### src/rtl/rstseq_pkg.sv
package rstseq_pkg;
    typedef enum logic [1:0] {
        ST_PWR_WAIT = 2'd0,
        ST_BRN_WAIT = 2'd1,
        ST_PUP_TMR  = 2'd2,
        ST_RUN      = 2'd3
    } seq_state_t;
endpackage

### src/rtl/rstseq_sync.sv
module rstseq_sync #(
    parameter int STAGES = 2
) (
    input  logic clk,
    input  logic async_in,
    output logic sync_out
);
    logic [STAGES-1:0] q;

    // The chain clears at once when the flag drops and fills with ones on clock edges.
    always_ff @(posedge clk or negedge async_in) begin
        if (!async_in) q <= '0;
        else           q <= {q[STAGES-2:0], 1'b1};
    end

    assign sync_out = q[STAGES-1];
endmodule

### src/rtl/rstseq_fsm.sv
module rstseq_fsm
    import rstseq_pkg::*;
#(
    parameter int T_POR  = 3,
    parameter int T_BOR  = 2,
    parameter int T_PWRT = 4
) (
    input  logic       clk,
    input  logic       pwr_a,
    input  logic       dip_n,
    input  logic       pwr_ok,
    input  logic       bor_ok,
    output logic       sys_rst,
    output logic       bor_evt,
    output seq_state_t state_o
);
    localparam int MAXD = (T_POR > T_BOR) ? ((T_POR > T_PWRT) ? T_POR : T_PWRT)
                                          : ((T_BOR > T_PWRT) ? T_BOR : T_PWRT);
    localparam int CW = $clog2(MAXD + 1);
    localparam logic [CW-1:0] LAST_POR  = CW'(T_POR - 1);
    localparam logic [CW-1:0] LAST_BOR  = CW'(T_BOR - 1);
    localparam logic [CW-1:0] LAST_PWRT = CW'(T_PWRT - 1);

    seq_state_t    state, nxt;
    logic [CW-1:0] cnt, cnt_nxt;
    logic          episode;
    logic          rst_q;

    initial begin
        assert (T_POR >= 1 && T_BOR >= 1 && T_PWRT >= 1)
            else $error("R10: every delay must be at least one cycle");
    end

    // Next state and counter.
    always_comb begin
        nxt     = state;
        cnt_nxt = cnt;
        bor_evt = 1'b0;
        unique case (state)
            ST_PWR_WAIT: begin
                if (!pwr_ok || !bor_ok) begin
                    cnt_nxt = '0;
                end else if (cnt == LAST_POR) begin
                    nxt     = ST_PUP_TMR;
                    cnt_nxt = '0;
                end else begin
                    cnt_nxt = cnt + 1'b1;
                end
            end
            ST_BRN_WAIT: begin
                if (!bor_ok) begin
                    cnt_nxt = '0;
                end else if (cnt == LAST_BOR) begin
                    nxt     = ST_PUP_TMR;
                    cnt_nxt = '0;
                end else begin
                    cnt_nxt = cnt + 1'b1;
                end
            end
            ST_PUP_TMR: begin
                if (!bor_ok) begin
                    nxt     = ST_BRN_WAIT;
                    cnt_nxt = '0;
                    bor_evt = !episode;
                end else if (cnt == LAST_PWRT) begin
                    nxt     = ST_RUN;
                    cnt_nxt = '0;
                end else begin
                    cnt_nxt = cnt + 1'b1;
                end
            end
            ST_RUN: begin
                cnt_nxt = '0;
                if (!bor_ok) begin
                    nxt     = ST_BRN_WAIT;
                    bor_evt = 1'b1;
                end
            end
            default: begin
                nxt     = ST_PWR_WAIT;
                cnt_nxt = '0;
            end
        endcase
    end

    // State register: losing the power-on flag forces PWR_WAIT at once.
    always_ff @(posedge clk or negedge pwr_a) begin
        if (!pwr_a) begin
            state   <= ST_PWR_WAIT;
            cnt     <= '0;
            episode <= 1'b1;
        end else begin
            state <= nxt;
            cnt   <= cnt_nxt;
            if (nxt == ST_RUN) episode <= 1'b0;
        end
    end

    // Reset output: set immediately on any dip, cleared only on a clock edge.
    always_ff @(posedge clk or negedge dip_n) begin
        if (!dip_n) rst_q <= 1'b1;
        else        rst_q <= (state != ST_RUN);
    end

    assign sys_rst = rst_q;
    assign state_o = state;

    a_r5_restart_chain: assert property (@(posedge clk) disable iff (!pwr_a)
        (state == ST_PUP_TMR && !bor_ok) |=> (state == ST_BRN_WAIT));
    a_r4_run_entry: assert property (@(posedge clk) disable iff (!pwr_a)
        (state == ST_RUN) |-> ($past(state) == ST_RUN || $past(state) == ST_PUP_TMR));
    a_r1_hold_reset: assert property (@(posedge clk) disable iff (!pwr_a)
        (state != ST_RUN) |=> sys_rst);
    a_r8_no_bor_in_episode: assert property (@(posedge clk) disable iff (!pwr_a)
        (state == ST_PWR_WAIT) |-> !bor_evt);
endmodule

### src/rtl/rstseq_status.sv
module rstseq_status (
    input  logic       clk,
    input  logic       pwr_a,
    input  logic       bor_evt,
    input  logic       wr_en,
    input  logic [1:0] wr_data,
    output logic [1:0] stat
);
    // Bit 0 is the power-on cause and bit 1 the brown-out cause; a set event beats a clear.
    always_ff @(posedge clk or negedge pwr_a) begin
        if (!pwr_a) begin
            stat <= 2'b01;
        end else begin
            stat[0] <= wr_en ? (stat[0] & wr_data[0]) : stat[0];
            stat[1] <= bor_evt | (wr_en ? (stat[1] & wr_data[1]) : stat[1]);
        end
    end

    a_r7_set_wins: assert property (@(posedge clk) disable iff (!pwr_a)
        bor_evt |=> stat[1]);
    a_r7_no_write_keeps: assert property (@(posedge clk) disable iff (!pwr_a)
        !wr_en |=> $stable(stat[0]));
endmodule

### src/rtl/rstseq_top.sv
module rstseq_top
    import rstseq_pkg::*;
#(
    parameter int T_POR  = 3,
    parameter int T_BOR  = 2,
    parameter int T_PWRT = 4,
    parameter int SYNC_STAGES = 2
) (
    input  logic       clk,
    input  logic       pwr_ok_a,
    input  logic       bor_ok_a,
    input  logic       stat_wr_en,
    input  logic [1:0] stat_wr_data,
    output logic [1:0] stat_rd,
    output logic       sys_rst
);
    logic       pwr_ok, bor_ok, bor_evt, dip_n;
    seq_state_t state;

    assign dip_n = pwr_ok_a & bor_ok_a;

    rstseq_sync #(.STAGES(SYNC_STAGES)) u_sync_pwr (
        .clk(clk), .async_in(pwr_ok_a), .sync_out(pwr_ok));
    rstseq_sync #(.STAGES(SYNC_STAGES)) u_sync_bor (
        .clk(clk), .async_in(bor_ok_a), .sync_out(bor_ok));

    rstseq_fsm #(.T_POR(T_POR), .T_BOR(T_BOR), .T_PWRT(T_PWRT)) u_fsm (
        .clk(clk), .pwr_a(pwr_ok_a), .dip_n(dip_n), .pwr_ok(pwr_ok), .bor_ok(bor_ok),
        .sys_rst(sys_rst), .bor_evt(bor_evt), .state_o(state));

    rstseq_status u_stat (
        .clk(clk), .pwr_a(pwr_ok_a), .bor_evt(bor_evt), .wr_en(stat_wr_en),
        .wr_data(stat_wr_data), .stat(stat_rd));

    a_r3_brownout_reset: assert property (@(posedge clk) disable iff (!pwr_ok_a)
        !bor_ok_a |-> sys_rst);
    a_r6_bor_source: assert property (@(posedge clk) disable iff (!pwr_ok_a)
        $rose(stat_rd[1]) |-> ($past(state) == ST_RUN || $past(state) == ST_PUP_TMR));
endmodule

### config.mk
export PLATFORM = sky130hd
export DESIGN_NAME = rstseq_top
export DESIGN_NICKNAME = d
export VERILOG_FILES = /design/src/rtl/rstseq_pkg.sv /design/src/rtl/rstseq_sync.sv /design/src/rtl/rstseq_fsm.sv /design/src/rtl/rstseq_status.sv /design/src/rtl/rstseq_top.sv
export SDC_FILE = /design/constraint.sdc
export NUM_CORES = 1
export LEC_CHECK = 0
export CAP_MARGIN = 10
export CORE_AREA = 2 2 39 41
export CTS_BUF_LIST = sky130_fd_sc_hd__clkbuf_8
export DETAILED_ROUTE_END_ITERATION = 6
export DIE_AREA = 0 0 41 43
export PLACE_DENSITY = 0.69
export SYNTH_ARGS = -nofsm -noshare
export SYNTH_HDL_FRONTEND = slang
export SYNTH_SLANG_ARGS = --single-unit
### constraint.sdc
create_clock -name clk -period 1.8 [get_ports clk]
set_input_delay 0.36 -clock clk [delete_from_list [all_inputs] [get_ports clk]]
set_output_delay 0.36 -clock clk [all_outputs]
set_load 0.02 [all_outputs]
# [Word level (Yosys, flattened, before mapping)]
# Index checks and enable logic that the tools add are counted.
[classes] eq_ne=8 n_bitwise=4 reduce_logical=5 add_sub_neg=1 mux=19
[ops] cell="3-bit 2-to-1 mux" count=6
[ops] cell="2-bit 2-to-1 mux" count=7
[ops] cell="3-bit one-hot mux with 4 select lines" count=1
[ops] cell="2-bit one-hot mux with 4 select lines" count=1
[ops] cell="2-bit equality test (second input constant)" count=3
[ops] cell="3-bit by 2-bit equality test with 1-bit output (second input constant)" count=2
[ops] cell="3-bit by 1-bit adder with 3-bit output (second input constant)" count=1
[ops] cell="1-bit bitwise AND" count=3
[ops] cell="3-bit by 1-bit equality test with 1-bit output (second input constant)" count=1
[ops] cell="1-bit zero test" count=3
[ops] cell="1-bit 2-to-1 mux" count=3
[ops] cell="2-bit by 1-bit equality test with 1-bit output (second input constant)" count=1
[ops] cell="2-bit zero test" count=1
[ops] cell="2-bit inequality test (second input constant)" count=1
[ops] cell="1-bit one-hot mux with 2 select lines" count=1
[ops] cell="1-bit logical OR" count=1
[ops] cell="1-bit OR" count=1
[word_totals] reg_bits=13

# [Depth between registers and ports, before layout]
[logic_depth] depth_word=5 depth_mapped=5 depth_no_buf=5

# [Hierarchy]
# Synthesis repeated with hierarchy kept, for this count alone.
[unflattened] cells_unflattened=57 area_unflattened_um2=620.6
[modules_own_cells] module="rstseq_fsm" n_inst=1 seq_area_each_um2=177.7 cells_each=44 area_each_um2=430.4
[modules_own_cells] module="rstseq_sync" n_inst=2 seq_area_each_um2=50.0 cells_each=3 area_each_um2=53.8
[modules_own_cells] module="rstseq_status" n_inst=1 seq_area_each_um2=51.3 cells_each=6 area_each_um2=76.3
[modules_own_cells] module="rstseq_top" n_inst=1 seq_area_each_um2=0.0 cells_each=1 area_each_um2=6.3

# [Worst setup path before layout]
# No wires, ideal clock.
[synth_timing] kind="flip-flop to flip-flop" start="reg u_fsm.cnt[0]" end="reg u_fsm.cnt[0]" path_stages_with_launch=6 synth_period_minus_slack_ps=1253 arrival_time_ps=1171 setup_slack_ps=547 setup_time_ps=82 cell_sequence="dfrtp_1 > ha_1 > ha_1 > nor2_1 > nand3_1 > o22ai_1"
[synth_via] elab_chain_len=4 elab_cells_between_ends=11
[synth_lines] element="start, declared" line="rstseq_fsm.sv:25" rtl="logic [CW-1:0] cnt, cnt_nxt;"
[synth_lines] element="start signal, assigned" line="rstseq_fsm.sv:94" rtl="cnt <= cnt_nxt;"
[synth_lines] element="3-bit by 1-bit adder with 3-bit output (tied with other cells)" line="rstseq_fsm.sv:47, rstseq_fsm.sv:57, rstseq_fsm.sv:69"
[synth_lines] element="3-bit 2-to-1 mux, on equally long branches" line="rstseq_fsm.sv:65, rstseq_fsm.sv:43, rstseq_fsm.sv:53"
[synth_lines] element="3-bit 2-to-1 mux, on equally long branches" line="rstseq_fsm.sv:61, rstseq_fsm.sv:41, rstseq_fsm.sv:51"
[synth_lines] element="3-bit one-hot mux with 4 select lines (*)" line="rstseq_fsm.sv:39" rtl="unique case (state)"
[synth_lines] element="net u_fsm.cnt_nxt[0]" line="rstseq_fsm.sv:25"
# Mark *: on every way through the listed nets, which the timed path passes. The rest lies on a longest branch.
# A chain may end at the register's enable or synchronous reset.

# [Worst setup path in the final report]
[layout_timing] start="reg u_stat.stat[0]" end="out stat_rd[0]"
[layout_rtl] element="start, declared" line="rstseq_status.sv:7" rtl="output logic [1:0] stat"
[layout_rtl] element="start signal, assigned" line="rstseq_status.sv:14" rtl="stat[0] <= wr_en ? (stat[0] & wr_data[0]) : stat[0];"
[layout_rtl] element="end, declared" line="rstseq_top.sv:14" rtl="output logic [1:0] stat_rd,"
# No word-level cell between the ends.

==> reports/summary.txt <==
Io pins: 9
CP Data Required Time: 1.44 ns
CTS Buffer Depth: 2
Total number of vias: 400
Initial DRC count: 4
First drt pass iteration count: 4
Antenna violations before repair: 0
Sequential Power Share: 50.5%
Largest net degree at the start of global routing: 11
PostCTS Resize Cnt: 0
Delay-heaviest family, CP: buffers and inverters
FFs w/ async S/R, synth: 100%
Fmax: 0.582 GHz
Clock power frac: 38.9%
Tcrit/Tclk final: 95.5%
Cell variety after synth: 23
Outcome: completed
Die X: 41 µm
MaxCap Viol Count: 0
Most frequent cells in the layout: dfrtp_1, clkdlybuf4s50_1, inv_1, ha_1
Post-CTS Setup Bufs: 0
Setup-failing EPs final: 0
Pwr per Cell Area: 840 nW/µm²
Worst vdd ir: 558 µV
Unrepaired setup endpoints after global routing: false
ANT cells: 0
Tot Pwr: 0.633 mW
Max FO, Critical Path: 2
Net count reported at finish: 77
Switching Share: 22.6%
Area Growth Syn to Fin: 23.9%
Primary FF master, synth: dfrtp_1
Worst min-delay path class: primary input to async pin
Number of enable flip-flop cells after synthesis: 0
P_sw: 0.143 mW
Crit Path Category: flop to output port
Leakage: 0.318 nW
Register area share after synthesis: 54.1%
Fraction of layout cells with a size suffix above 1: 16.9%
Worst-path clk slew: 0.05 ns
Drt wl/cell: 11.9 µm
Port Buffer Count: 8
Detailed Route WL: 963 µm
Buf/Inv on CP: 1
Final TNS setup: 0 ns
Post-route ant nets: 0
Cts bufs inserted: 3
Slew Limit Fails: 0
Synthesized instance count: 52
Fillers: 114
Die footprint: 1760 µm²
CTS root buf: clkbuf_8
CP Cell Sequence: clkdlybuf4s50_1
Multi-input gate area: 249 µm²
Core ar.: 1380 µm²
Synth warn: 0
Crit start category: flop
Gr usage total: 15.7%
Hold Violations, Final: 0
Flops & latches, synth: 13
Fin crit period: 1.72 ns
Avg Cell Area, Syn: 11.7 µm²
Starting Density: 43.9%
Logic gate share of total power: 10.6%
Total clock sinks: 13
Vias in the first global route: 413
Vias per std cell: 4.94
Kind of end point of the critical path: output port
DIE HEIGHT: 43 µm
First-pass GRT wire length: 1750 µm
CTS Hold Buffers Added: 0
Mapped Area: 608 µm²
Number of core rows: 14
Routability cong.: 0.762
Most common cell after layout, fill and taps aside: dfrtp_1
Skew final: 0.00468 ns
DRC viols: 0
CTS H-tree lvls: 1
Total congestion overflow: 0
Clk Latency, worst-skew pair: 0.24 ns
Slowest-stage cell, CP: clkdlybuf4s50_1
Int Pwr: 0.490 mW
Sequential Area: 329 µm²
Max stage delay on crit path: 0.59 ns
Worst EP arrival: 1.36 ns
Hpwl dp: 725 µm
CTS tree: yes
stage by stage:
step | setup slack, ns | instance area [µm²] | instances | utilization (%) | hold slack (ns)
global route | 0.0584 | 753 | 81 | 54.4 | 0.306
CTS | 0.0746 | 753 | 81 | 54.4 | 0.294
finish | 0.0812 | 753 | 81 | 54.4 | 0.296
detailed placement | 0.339 | 708 | 77 | 51.2 | 0.343
global placement | 0.346 | 708 | 77 | 51.2 | 0.333
floorplan | 0.547 | 612 | 53 | - | 0.0644
synthesized netlist by cell type, types with 2 or more instances:
cell	instances	area, µm²
dfstp_2	3	78.8
dfrtp_1	10	250
a21oi_1	2	10.0
nor2_1	3	11.3
nand2_1	3	11.3
inv_1	6	22.5
nand2b_1	2	12.5
ha_1	5	62.6
o32ai_2	2	32.5
o21a_1	3	22.5
final cells by class:
type | instances | share of cell area, %
clock inverters | 1 | 0.498
repair buffers | 9 | 11.6
clock buffers | 3 | 5.48
multi-input cells | 33 | 33.1
flip-flops and latches | 13 | 43.7
inverters | 6 | 2.99
well taps | 16 | 2.66
flip-flops by register name, summed over array words and instances (netlist names):
| signal | count |
|---|---|
| u_fsm.cnt | 3 |
| u_fsm.state_o | 2 |
| u_stat.stat | 2 |
| u_sync_bor.q | 2 |
| u_sync_pwr.q | 2 |
| u_fsm.episode | 1 |
| u_fsm.sys_rst | 1 |
per-layer routing:
layer / vias up / wire length (µm) / track usage (%)
met2: 8 / 481 / 21.9
li1: 200 / - / -
met3: 5 / 30 / 3.14
met5: - / 0 / 0
met4: 0 / 38 / 14.0
met1: 187 / 413 / 19.2
power groups by stage:
stage | combinational [mW] | clock (mW) | sequential [mW]
after floorplan | 0.0401 | 0 | 0.322
after global placement | 0.0663 | 0 | 0.324
after detailed placement | 0.0672 | 0 | 0.324
after CTS | 0.0684 | 0.253 | 0.320
after global routing | 0.0766 | 0.271 | 0.321
final | 0.0669 | 0.246 | 0.320
cells by family (layout without fill, tap and decap cells):
logic type	after synthesis	count (layout)	synth area share [%]
and+or+nand+nor	12	12	10.1
other	1	2	0.617
DFF	13	13	54.1
adders and majority gates	5	5	10.3
buffers and inverters	7	19	5.56
AOI/OAI and AO/OA	14	14	19.3
path summary, 6_finish.rpt:
kind | startpoint | to | slack, ns | depth (start not counted)
worst max-delay path | u_stat.stat[0] | stat_rd[0] | 0.08 | 1
worst min-delay path | bor_ok_a | u_sync_bor.q[1] | 0.30 | 1
worst max register to register | u_fsm.cnt[0] | u_fsm.cnt[0] | 0.40 | 5
worst min register to register | u_sync_bor.q[0] | u_sync_bor.q[1] | 0.35 | 0
max in group asynchronous | pwr_ok_a | u_fsm.episode | 0.96 | 2
min in group clk | u_sync_bor.q[0] | u_sync_bor.q[1] | 0.35 | 0
No activity file was read; power rests on OpenSTA's default activity.
